--- src/rtl/ilv_pkg.sv ---
package ilv_pkg;
  localparam int unsigned BANKS  = 4;
  localparam int unsigned BANK_W = 2;
  localparam int unsigned BUSES  = 2;

  typedef enum logic [1:0] {
    SZ_LINE = 2'b00,
    SZ_HALF = 2'b01,
    SZ_QUAD = 2'b10,
    SZ_TINY = 2'b11
  } wr_size_e;
endpackage

--- src/rtl/ilv_down_cnt.sv ---
module ilv_down_cnt #(
  parameter int unsigned W = 3
) (
  input  logic         clk,
  input  logic         rst,
  input  logic         load,
  input  logic [W-1:0] load_val,
  output logic         busy,
  output logic         last
);
  logic [W-1:0] cnt;

  always_ff @(posedge clk) begin
    if (rst)               cnt <= '0;
    else if (load)         cnt <= load_val;
    else if (cnt != '0)    cnt <= cnt - 1'b1;
  end

  assign busy = (cnt != '0);
  assign last = (cnt == W'(1));
endmodule

--- src/rtl/ilv_rob.sv ---
module ilv_rob #(
  parameter int unsigned DEPTH = 4,
  parameter int unsigned ID_W  = 4,
  localparam int unsigned IDX_W = (DEPTH > 1) ? $clog2(DEPTH) : 1
) (
  input  logic             clk,
  input  logic             rst,
  input  logic             alloc,
  input  logic [ID_W-1:0]  alloc_id,
  output logic [IDX_W-1:0] tail_idx,
  output logic [IDX_W:0]   occ,
  input  logic [DEPTH-1:0] done_set,
  output logic             rsp_valid,
  output logic [ID_W-1:0]  rsp_id
);
  // DEPTH is a power of two so the pointers wrap naturally.
  logic [ID_W-1:0]  id_mem [DEPTH];
  logic [DEPTH-1:0] done_q;
  logic [IDX_W-1:0] head;
  logic             pop;
  logic [DEPTH-1:0] pop_mask;

  assign pop      = (occ != '0) && done_q[head];
  assign pop_mask = pop ? (DEPTH'(1) << head) : '0;

  always_ff @(posedge clk) begin
    if (alloc) id_mem[tail_idx] <= alloc_id;
  end

  always_ff @(posedge clk) begin
    if (rst) begin
      head      <= '0;
      tail_idx  <= '0;
      occ       <= '0;
      done_q    <= '0;
      rsp_valid <= 1'b0;
      rsp_id    <= '0;
    end else begin
      done_q    <= (done_q | done_set) & ~pop_mask;
      rsp_valid <= pop;
      if (pop) begin
        rsp_id <= id_mem[head];
        head   <= head + 1'b1;
      end
      if (alloc) tail_idx <= tail_idx + 1'b1;
      occ <= occ + (IDX_W+1)'(alloc) - (IDX_W+1)'(pop);
    end
  end
endmodule

--- src/rtl/ilv_bank_seq.sv ---
module ilv_bank_seq
  import ilv_pkg::*;
#(
  parameter int unsigned LINE_AW   = 20,
  parameter int unsigned ID_W      = 4,
  parameter int unsigned FPM_CYC   = 5,
  parameter int unsigned EDO_CYC   = 4,
  parameter int unsigned XFER_CYC  = 2,
  parameter int unsigned ROB_DEPTH = 4
) (
  input  logic               clk,
  input  logic               rst,
  input  logic               edo_mode,
  input  logic               req_valid,
  output logic               req_ready,
  input  logic               req_write,
  input  logic [1:0]         req_size,
  input  logic [LINE_AW-1:0] req_line,
  input  logic [ID_W-1:0]    req_id,
  output logic               iss_valid,
  output logic [BANK_W-1:0]  iss_bank,
  output logic               iss_write,
  output logic [LINE_AW-1:0] iss_line,
  output logic               rd_valid,
  output logic [ID_W-1:0]    rd_id,
  output logic               err_valid,
  output logic [ID_W-1:0]    err_id
);
  localparam int unsigned MAX_CYC = (FPM_CYC > EDO_CYC) ? FPM_CYC : EDO_CYC;
  localparam int unsigned MAX_ALL = (MAX_CYC > XFER_CYC) ? MAX_CYC : XFER_CYC;
  localparam int unsigned CNT_W   = (MAX_ALL > 2) ? $clog2(MAX_ALL) : 1;
  localparam int unsigned RIDX_W  = (ROB_DEPTH > 1) ? $clog2(ROB_DEPTH) : 1;

  logic [BANK_W-1:0] sel;
  logic              size_ok, bad_wr, accept, go, rob_full;
  logic [CNT_W-1:0]  bank_len;
  logic [BANKS-1:0]  bank_busy, bank_last;
  logic [BUSES-1:0]  bus_busy, bus_last;
  logic [RIDX_W-1:0] rob_tail;
  logic [RIDX_W:0]   rob_occ;
  logic [ROB_DEPTH-1:0] done_set;
  logic [BANKS-1:0]  pend_rd;
  logic [RIDX_W-1:0] pend_idx [BANKS];

  assign sel      = req_line[BANK_W-1:0];
  assign size_ok  = (req_size == SZ_LINE) || (req_size == SZ_HALF);
  assign bad_wr   = req_write && !size_ok;
  assign rob_full = (rob_occ == (RIDX_W+1)'(ROB_DEPTH));
  assign req_ready = bad_wr ||
                     (!bank_busy[sel] && !bus_busy[sel[0]] && (req_write || !rob_full));
  assign accept   = req_valid && req_ready;
  assign go       = accept && !bad_wr;
  assign bank_len = edo_mode ? CNT_W'(EDO_CYC - 1) : CNT_W'(FPM_CYC - 1);

  for (genvar b = 0; b < BANKS; b++) begin : g_bank
    logic hit;
    assign hit = go && (sel == BANK_W'(b));

    ilv_down_cnt #(.W(CNT_W)) u_tmr (
      .clk(clk), .rst(rst), .load(hit), .load_val(bank_len),
      .busy(bank_busy[b]), .last(bank_last[b])
    );

    always_ff @(posedge clk) begin
      if (rst) begin
        pend_rd[b]  <= 1'b0;
        pend_idx[b] <= '0;
      end else if (hit) begin
        pend_rd[b]  <= !req_write;
        pend_idx[b] <= rob_tail;
      end else if (bank_last[b]) begin
        pend_rd[b]  <= 1'b0;
      end
    end
  end

  for (genvar u = 0; u < BUSES; u++) begin : g_bus
    ilv_down_cnt #(.W(CNT_W)) u_tmr (
      .clk(clk), .rst(rst), .load(go && (sel[0] == 1'(u))),
      .load_val(CNT_W'(XFER_CYC - 1)),
      .busy(bus_busy[u]), .last(bus_last[u])
    );
  end

  always_comb begin
    done_set = '0;
    for (int b = 0; b < BANKS; b++)
      if (bank_last[b] && pend_rd[b]) done_set[pend_idx[b]] = 1'b1;
  end

  ilv_rob #(.DEPTH(ROB_DEPTH), .ID_W(ID_W)) u_rob (
    .clk(clk), .rst(rst), .alloc(go && !req_write), .alloc_id(req_id),
    .tail_idx(rob_tail), .occ(rob_occ), .done_set(done_set),
    .rsp_valid(rd_valid), .rsp_id(rd_id)
  );

  always_ff @(posedge clk) begin
    if (rst) begin
      iss_valid <= 1'b0;
      iss_bank  <= '0;
      iss_write <= 1'b0;
      iss_line  <= '0;
      err_valid <= 1'b0;
      err_id    <= '0;
    end else begin
      iss_valid <= go;
      iss_bank  <= sel;
      iss_write <= req_write;
      iss_line  <= req_line;
      err_valid <= accept && bad_wr;
      err_id    <= req_id;
    end
  end

  logic unused_ok;
  assign unused_ok = ^bus_last;
endmodule

--- config.mk ---
export PLATFORM = sky130hd
export DESIGN_NAME = ilv_bank_seq
export DESIGN_NICKNAME = d
export VERILOG_FILES = /design/src/rtl/ilv_pkg.sv /design/src/rtl/ilv_down_cnt.sv /design/src/rtl/ilv_rob.sv /design/src/rtl/ilv_bank_seq.sv
export SDC_FILE = /design/constraint.sdc
export NUM_CORES = 1
export LEC_CHECK = 0
export ABC_AREA = 1
export BUFFER_PORTS_ARGS = -buffer_cell sky130_fd_sc_hd__buf_2
export CORE_ASPECT_RATIO = 1.4
export CORE_MARGIN = 2
export CORE_UTILIZATION = 60
export CTS_CLUSTER_SIZE = 24
export DETAILED_ROUTE_END_ITERATION = 7
export PLACE_DENSITY = 0.84
export SLEW_MARGIN = 25
export SYNTH_ARGS = -nofsm -noshare
export SYNTH_HDL_FRONTEND = slang
export SYNTH_SLANG_ARGS = --single-unit
--- constraint.sdc ---
create_clock -name clk -period 7.19 [get_ports clk]
set_input_delay 0.3595 -clock clk [delete_from_list [all_inputs] [get_ports clk]]
set_output_delay 0.3595 -clock clk [all_outputs]
set_load 0.01 [all_outputs]
# After elaboration in Yosys (flattened, before gate mapping)
# Memories as Yosys holds them, arrays and structs flattened. A register that Yosys moved wholly into a read port is not among the register bits.
# Cells that the tools add are included.
# totals
reg_bits	63
mem_bits_rw	24
in_bits	31
out_inout_bits	35
wordCells	179
mem_count	2
# classes
add_sub_neg	10
order_cmp	11
eq_ne	9
shifts	1
muxes	60
bitwise	11
reduce_logical	52
# mem_list
memory	words	word_bits	rd	rd_clocked_by_memory_dff	write_ports	line_no	source
u_rob.id_mem	4	4	1	1	1	ilv_rob.sv:17	logic [ID_W-1:0] id_mem [DEPTH];
pend_idx	4	2	4	0	4	ilv_bank_seq.sv:43	logic [RIDX_W-1:0] pend_idx [BANKS];
# op_table
op	n
2-to-1 mux 1 bit	36
2-to-1 mux 3 bit	9
logical AND 1 bit	22
nonzero test 3 bit	7
2-to-1 mux 4 bit	5
nonzero test 2 bit	10
< comparator 2 x 3 -> 1 bit, second input constant	6
subtractor 3 x 1 -> 3 bit, second input constant	6
OR 4 bit	4
equality test 3 x 1 -> 1 bit, second input constant	4
demux 1 bit (select 2 bit)	4
>= comparator 2 x 1 -> 1 bit, second input constant	4
2-to-1 mux 2 bit	4
logical NOT 1 bit	6
adder 2 x 1 -> 2 bit, second input constant	2
AND 4 bit	1
binary-select mux 1 bit (select 2 bit)	2
equality test 2 x 1 -> 1 bit, second input constant	2
equality test 2 bit, second input constant	2
logical NOT 2 bit	2
NOT 4 bit	1
OR 1 bit	4
OR reduction 2 bit	2
<< shifter 1 x 2 -> 4 bit, first input constant	1
6 further kinds	8

# Longest topological paths before layout
# logic_depth
ltp_word	14
depth_mapped	16
ltp_nobuf	16

# Modules after synthesis
# From an unflattened synthesis, not the netlist that was laid out.
# unflattened
cells_unflattened	552
area_unflattened_um2	4401.7
# modules_own_cells
mod	instances	cells_per_inst	area_each_um2
ilv_bank_seq	1	208	1650.3
ilv_rob	1	164	1460.2
ilv_down_cnt	6	30	215.2

# Worst setup path after synthesis
# OpenSTA, ideal clock, no wires.
# synth_timing
path_type	register -> register
from	register g_bank[0].u_tmr.cnt[0]
to	register u_rob.occ[2]
t_arrival_ns	2.210
required_ns	7.070
path_slack_ns	4.860
stages_incl_launch_ff	17
n_path_buf	0
synth_period_minus_slack_ns	2.330
cell_sequence	dfxtp_1 inv_1 ha_1 inv_1 nor2_1 nand2_1 nand2_1 nor2_1 nor2_4 nand3_4 ha_1 inv_1 ha_1 inv_1 fa_1 o21ai_0 a21oi_1
# synth_between
elab_chain_cells	12
# synth_rtl
element	line_no	source
start, declared	ilv_down_cnt.sv:11	logic [W-1:0] cnt;
start signal, assigned	ilv_down_cnt.sv:15	else if (load) cnt <= load_val;
start signal, assigned	ilv_down_cnt.sv:16	else if (cnt != '0) cnt <= cnt - 1'b1;
nonzero test 3 bit	ilv_down_cnt.sv:19	assign busy = (cnt != '0);
binary-select mux 1 bit (select 2 bit)	ilv_bank_seq.sv:50	(!bank_busy[sel] && !bus_busy[sel[0]] && (req_write || !rob_full));
2-to-1 mux 1 bit (not written as such)	ilv_bank_seq.sv:50	
logical NOT 1 bit	ilv_bank_seq.sv:50	
logical AND 1 bit (2 in a row)	ilv_bank_seq.sv:50	
logical OR 1 bit	ilv_bank_seq.sv:49	assign req_ready = bad_wr ||
logical AND 1 bit	ilv_bank_seq.sv:51	assign accept = req_valid && req_ready;
logical AND 1 bit	ilv_bank_seq.sv:52	assign go = accept && !bad_wr;
logical AND 1 bit	ilv_bank_seq.sv:92	.clk(clk), .rst(rst), .alloc(go && !req_write), .alloc_id(req_id),
adder 3 x 1 -> 3 bit	ilv_rob.sv:46	occ <= occ + (IDX_W+1)'(alloc) - (IDX_W+1)'(pop);
subtractor 3 x 1 -> 3 bit	ilv_rob.sv:46	
end signal, assigned	ilv_rob.sv:46	
end, declared	ilv_rob.sv:11	output logic [IDX_W:0] occ,
# Every way passes these cells. The select of a mux whose other input is x is not followed.
# A chain may end at the register's enable or synchronous reset.

# Worst setup path in the final report
# layout_timing
from	register u_rob.head[0]
to	register u_rob.occ[2]
# layout_between
elab_chain_cells	4
# layout_rtl
element	line_no	source
start, declared	ilv_rob.sv:19	logic [IDX_W-1:0] head;
start signal, assigned	ilv_rob.sv:43	head <= head + 1'b1;
binary-select mux 1 bit (select 2 bit)	ilv_rob.sv:23	assign pop = (occ != '0) && done_q[head];
2-to-1 mux 1 bit (not written as such)	ilv_rob.sv:23	
logical AND 1 bit	ilv_rob.sv:23	
named net u_rob.pop	ilv_rob.sv:20	logic pop;
subtractor 3 x 1 -> 3 bit	ilv_rob.sv:46	
# The timed path passes the listed nets, and every way through them passes these cells. The select of a mux whose other input is x is not followed.

==> impl_metrics.env <==
export IMPL_r2r_slack_ns=4.30
export IMPL_synth_edf_count=24
export IMPL_ctsHoldBuffers=0
export IMPL_p_sw_uw=521
export IMPL_min_from="req_line[8]"
export IMPL_post_cts_buffers=0
export IMPL_synth_nets=555
export IMPL_grt_pass1_vias=3187
export IMPL_rsz0062_at_grt="false"
export IMPL_holdWs_ns=0.202
export IMPL_finalSetupTns_ns=0
export IMPL_max_freq_ghz=0.346
export IMPL_relSlewSlack=0.366
export IMPL_postRouteAntennaNets=0
export IMPL_p_total_uw=1420
export IMPL_reg2reg_from="u_rob.head[0]"
export IMPL_crit_path_max_fanout=14
export IMPL_drt_initial_drc_count=130
export IMPL_p_leak_uw=0.00231
export IMPL_place_area_sq_um=4520
export IMPL_core_area_sq_um=6610
export IMPL_switching_share=0.367
export IMPL_io_pins=66
export IMPL_internal_power_uw=900
export IMPL_detail_route_vias_per_cell=5.01
export IMPL_final_cell_mix="nor2_1, inv_1, nand2_1"
export IMPL_antenna_found_initial=0
export IMPL_cp_start_kind="flop"
export IMPL_vdd_drop_max_v=0.000212
export IMPL_drt_total_wl_microns=7810
export IMPL_pre_cts_ws_ns=4.35
export IMPL_cts_buffer_depth=2
export IMPL_portBuffers=64
export IMPL_clkTransAtPathRegs_ns=0.09
export IMPL_dieArea_sq_um=7570
export IMPL_setup_viol=0
export IMPL_cts_tree="done"
export IMPL_nets=620
export IMPL_r2r_end="u_rob.occ[2]"
export IMPL_syn2layout_area_growth_pct=13.5
export IMPL_status="completed"
export IMPL_firstDrtPassIters=4
export IMPL_fp_dieW_microns=74.1
export IMPL_dp_hpwl_microns=5730
export IMPL_h_tree_depth=3
export IMPL_ys_seq_elements=89
export IMPL_maxCapViolations=0
export IMPL_initial_utilization=0.624
export IMPL_p_clk_frac=0.206
export IMPL_yosysUniqueCellTypes=36
export IMPL_rows=35
export IMPL_post_route_period_util=0.402
export IMPL_crit_arrival_ns=3.13
export IMPL_gp_congestion=0.887
export IMPL_critPathKind="flop to flop"
export IMPL_whs_path_depth=3
export IMPL_hold_path_class="input port to flop"
export IMPL_synthArstFlopShare=0
export IMPL_post_cts_resize_count=0
export IMPL_synthFlopType="dfxtp_1"
export IMPL_finalHoldViolations=0
export IMPL_grt_overflow=0
export IMPL_grtUsageTotal=0.218
export IMPL_grt_pass1_wl_microns=12700
export IMPL_drc=0
export IMPL_seq_power_share=0.434
export IMPL_drive_gt1_frac=0.178
export IMPL_diodes=0
export IMPL_grt_max_degree=42
export IMPL_root_buffer="clkbuf_8"
export IMPL_layout_commonest_cell="nor2_1"
export IMPL_syn_avg_cell_area_sq_um=8.30
export IMPL_tightest_slew_ns=0.951
export IMPL_routedWlPerCell_microns=11.8
export IMPL_cts_made_buffers=9
export IMPL_finClkSkew_ns=0.00859
export IMPL_slew_violations=0
export IMPL_worstPathRequired_ns=7.43
export IMPL_postLayoutSetupSlackWorst_ns=4.30
export IMPL_combPwrFrac=0.359
export IMPL_period_needed_ns=2.89
export IMPL_clock_sinks=89
export IMPL_netlist_instances=497
export IMPL_ys_seq_area_frac=0.490
export IMPL_cp_startpoint="u_rob.head[0]"
export IMPL_clock_latency_ns=0.35
export IMPL_worstHoldEndpoint="iss_line[8]"
export IMPL_fin_area_sq_um=4680
export IMPL_cp_end_kind="flop"
export IMPL_ys_warn_count=0
export IMPL_via_count=3300
export IMPL_power_density_nw_per_um2=303
export IMPL_die_y_microns=102
export IMPL_synth_area_sq_um=4130
export IMPL_reg2reg_depth=12
sequential cells by signal, summed over array words and instances, names as in the netlist, 3 cells and up:
signal            count
err_id                4
iss_line             19
g_bank.u_tmr.cnt     12
u_rob.done_q          4
u_rob.id_mem         16
u_rob.occ             3
g_bus.u_tmr.cnt       6
u_rob.rsp_id          4
pend_idx              8
pend_rd               4
cells by family after synthesis:
logic type / Yosys count / share of synthesized area
mux: 1 / 0.00243
compound gates: 46 / 0.0612
buf+inv: 103 / 0.0958
fa+ha+maj: 27 / 0.0837
xor+xnor: 8 / 0.0170
simple gates: 223 / 0.250
flops: 89 / 0.490
critical path: stages (launching register included):
cell     delay [ns]
dfxtp_1        0.60
inv_1          0.32
o21ai_0        0.25
nand2_1        0.10
o21ai_2        0.18
inv_2          0.18
ha_1           0.32
inv_1          0.05
ha_1           0.12
inv_1          0.04
fa_1           0.37
o21ai_0        0.18
a21oi_1        0.06
per-stage QoR:
stage,instances,utilization
floorplan,497,-
global placement,643,0.683
detailed placement,643,0.683
CTS,659,0.708
global route,659,0.708
finish,659,0.708
synth_stat cells (4+ instances only):
| cell type | instances | area (sq um) |
|---|---|---|
| nor2_1 | 94 | 353 |
| nand2_1 | 74 | 278 |
| ha_1 | 26 | 325 |
| or2_2 | 4 | 25.0 |
| o22ai_1 | 5 | 31.3 |
| dfxtp_1 | 65 | 1300 |
| xor2_1 | 4 | 35.0 |
| xnor2_1 | 4 | 35.0 |
| a21oi_1 | 6 | 30.0 |
| nor3_1 | 6 | 30.0 |
| nand4_1 | 6 | 37.5 |
| inv_1 | 89 | 334 |
| edfxtp_1 | 24 | 721 |
| o21ai_0 | 27 | 135 |
| a31oi_1 | 4 | 25.0 |
| nand3_1 | 21 | 105 |
| clkbuf_1 | 7 | 26.3 |
how the worst max path moves through the flow:
stage                         to  slack, ns  cells past startpoint
finish              u_rob.occ[2]       4.30                     12
global route        u_rob.occ[2]       4.00                     12
CTS                 u_rob.occ[2]       4.29                     12
detailed placement  u_rob.occ[2]       4.35                     12
global placement    u_rob.occ[2]       4.44                     12
floorplan           u_rob.occ[2]       4.86                     16
routing by layer:
metal,up-vias,share of wire,wire (microns),track usage
met4,0,0.032,246,0.134
met2,88,0.53,4170,0.402
li1,1687,-,-,-
met1,1500,0.40,3100,0.215
met3,25,0.038,295,0.0493
met5,-,0,0,0
layout make-up:
type / instances / area, sq um
sequential: 89 / 2020
fill: 525 / 1930
multi-input combinational: 305 / 1710
inverter: 92 / 345
timing repair buffer: 65 / 328
clock buffer: 11 / 131
tap: 92 / 115
clock inverter: 5 / 32.5
power by group through the flow:
| stage | clock network (uW) | logic [uW] | registers [uW] |
|---|---|---|---|
| after floorplan | 0 | 401 | 625 |
| after global placement | 0 | 476 | 624 |
| after detailed placement | 0 | 507 | 628 |
| after CTS | 298 | 513 | 617 |
| after global routing | 318 | 588 | 625 |
| final | 293 | 511 | 617 |
Power figures use the tool's default switching activity.
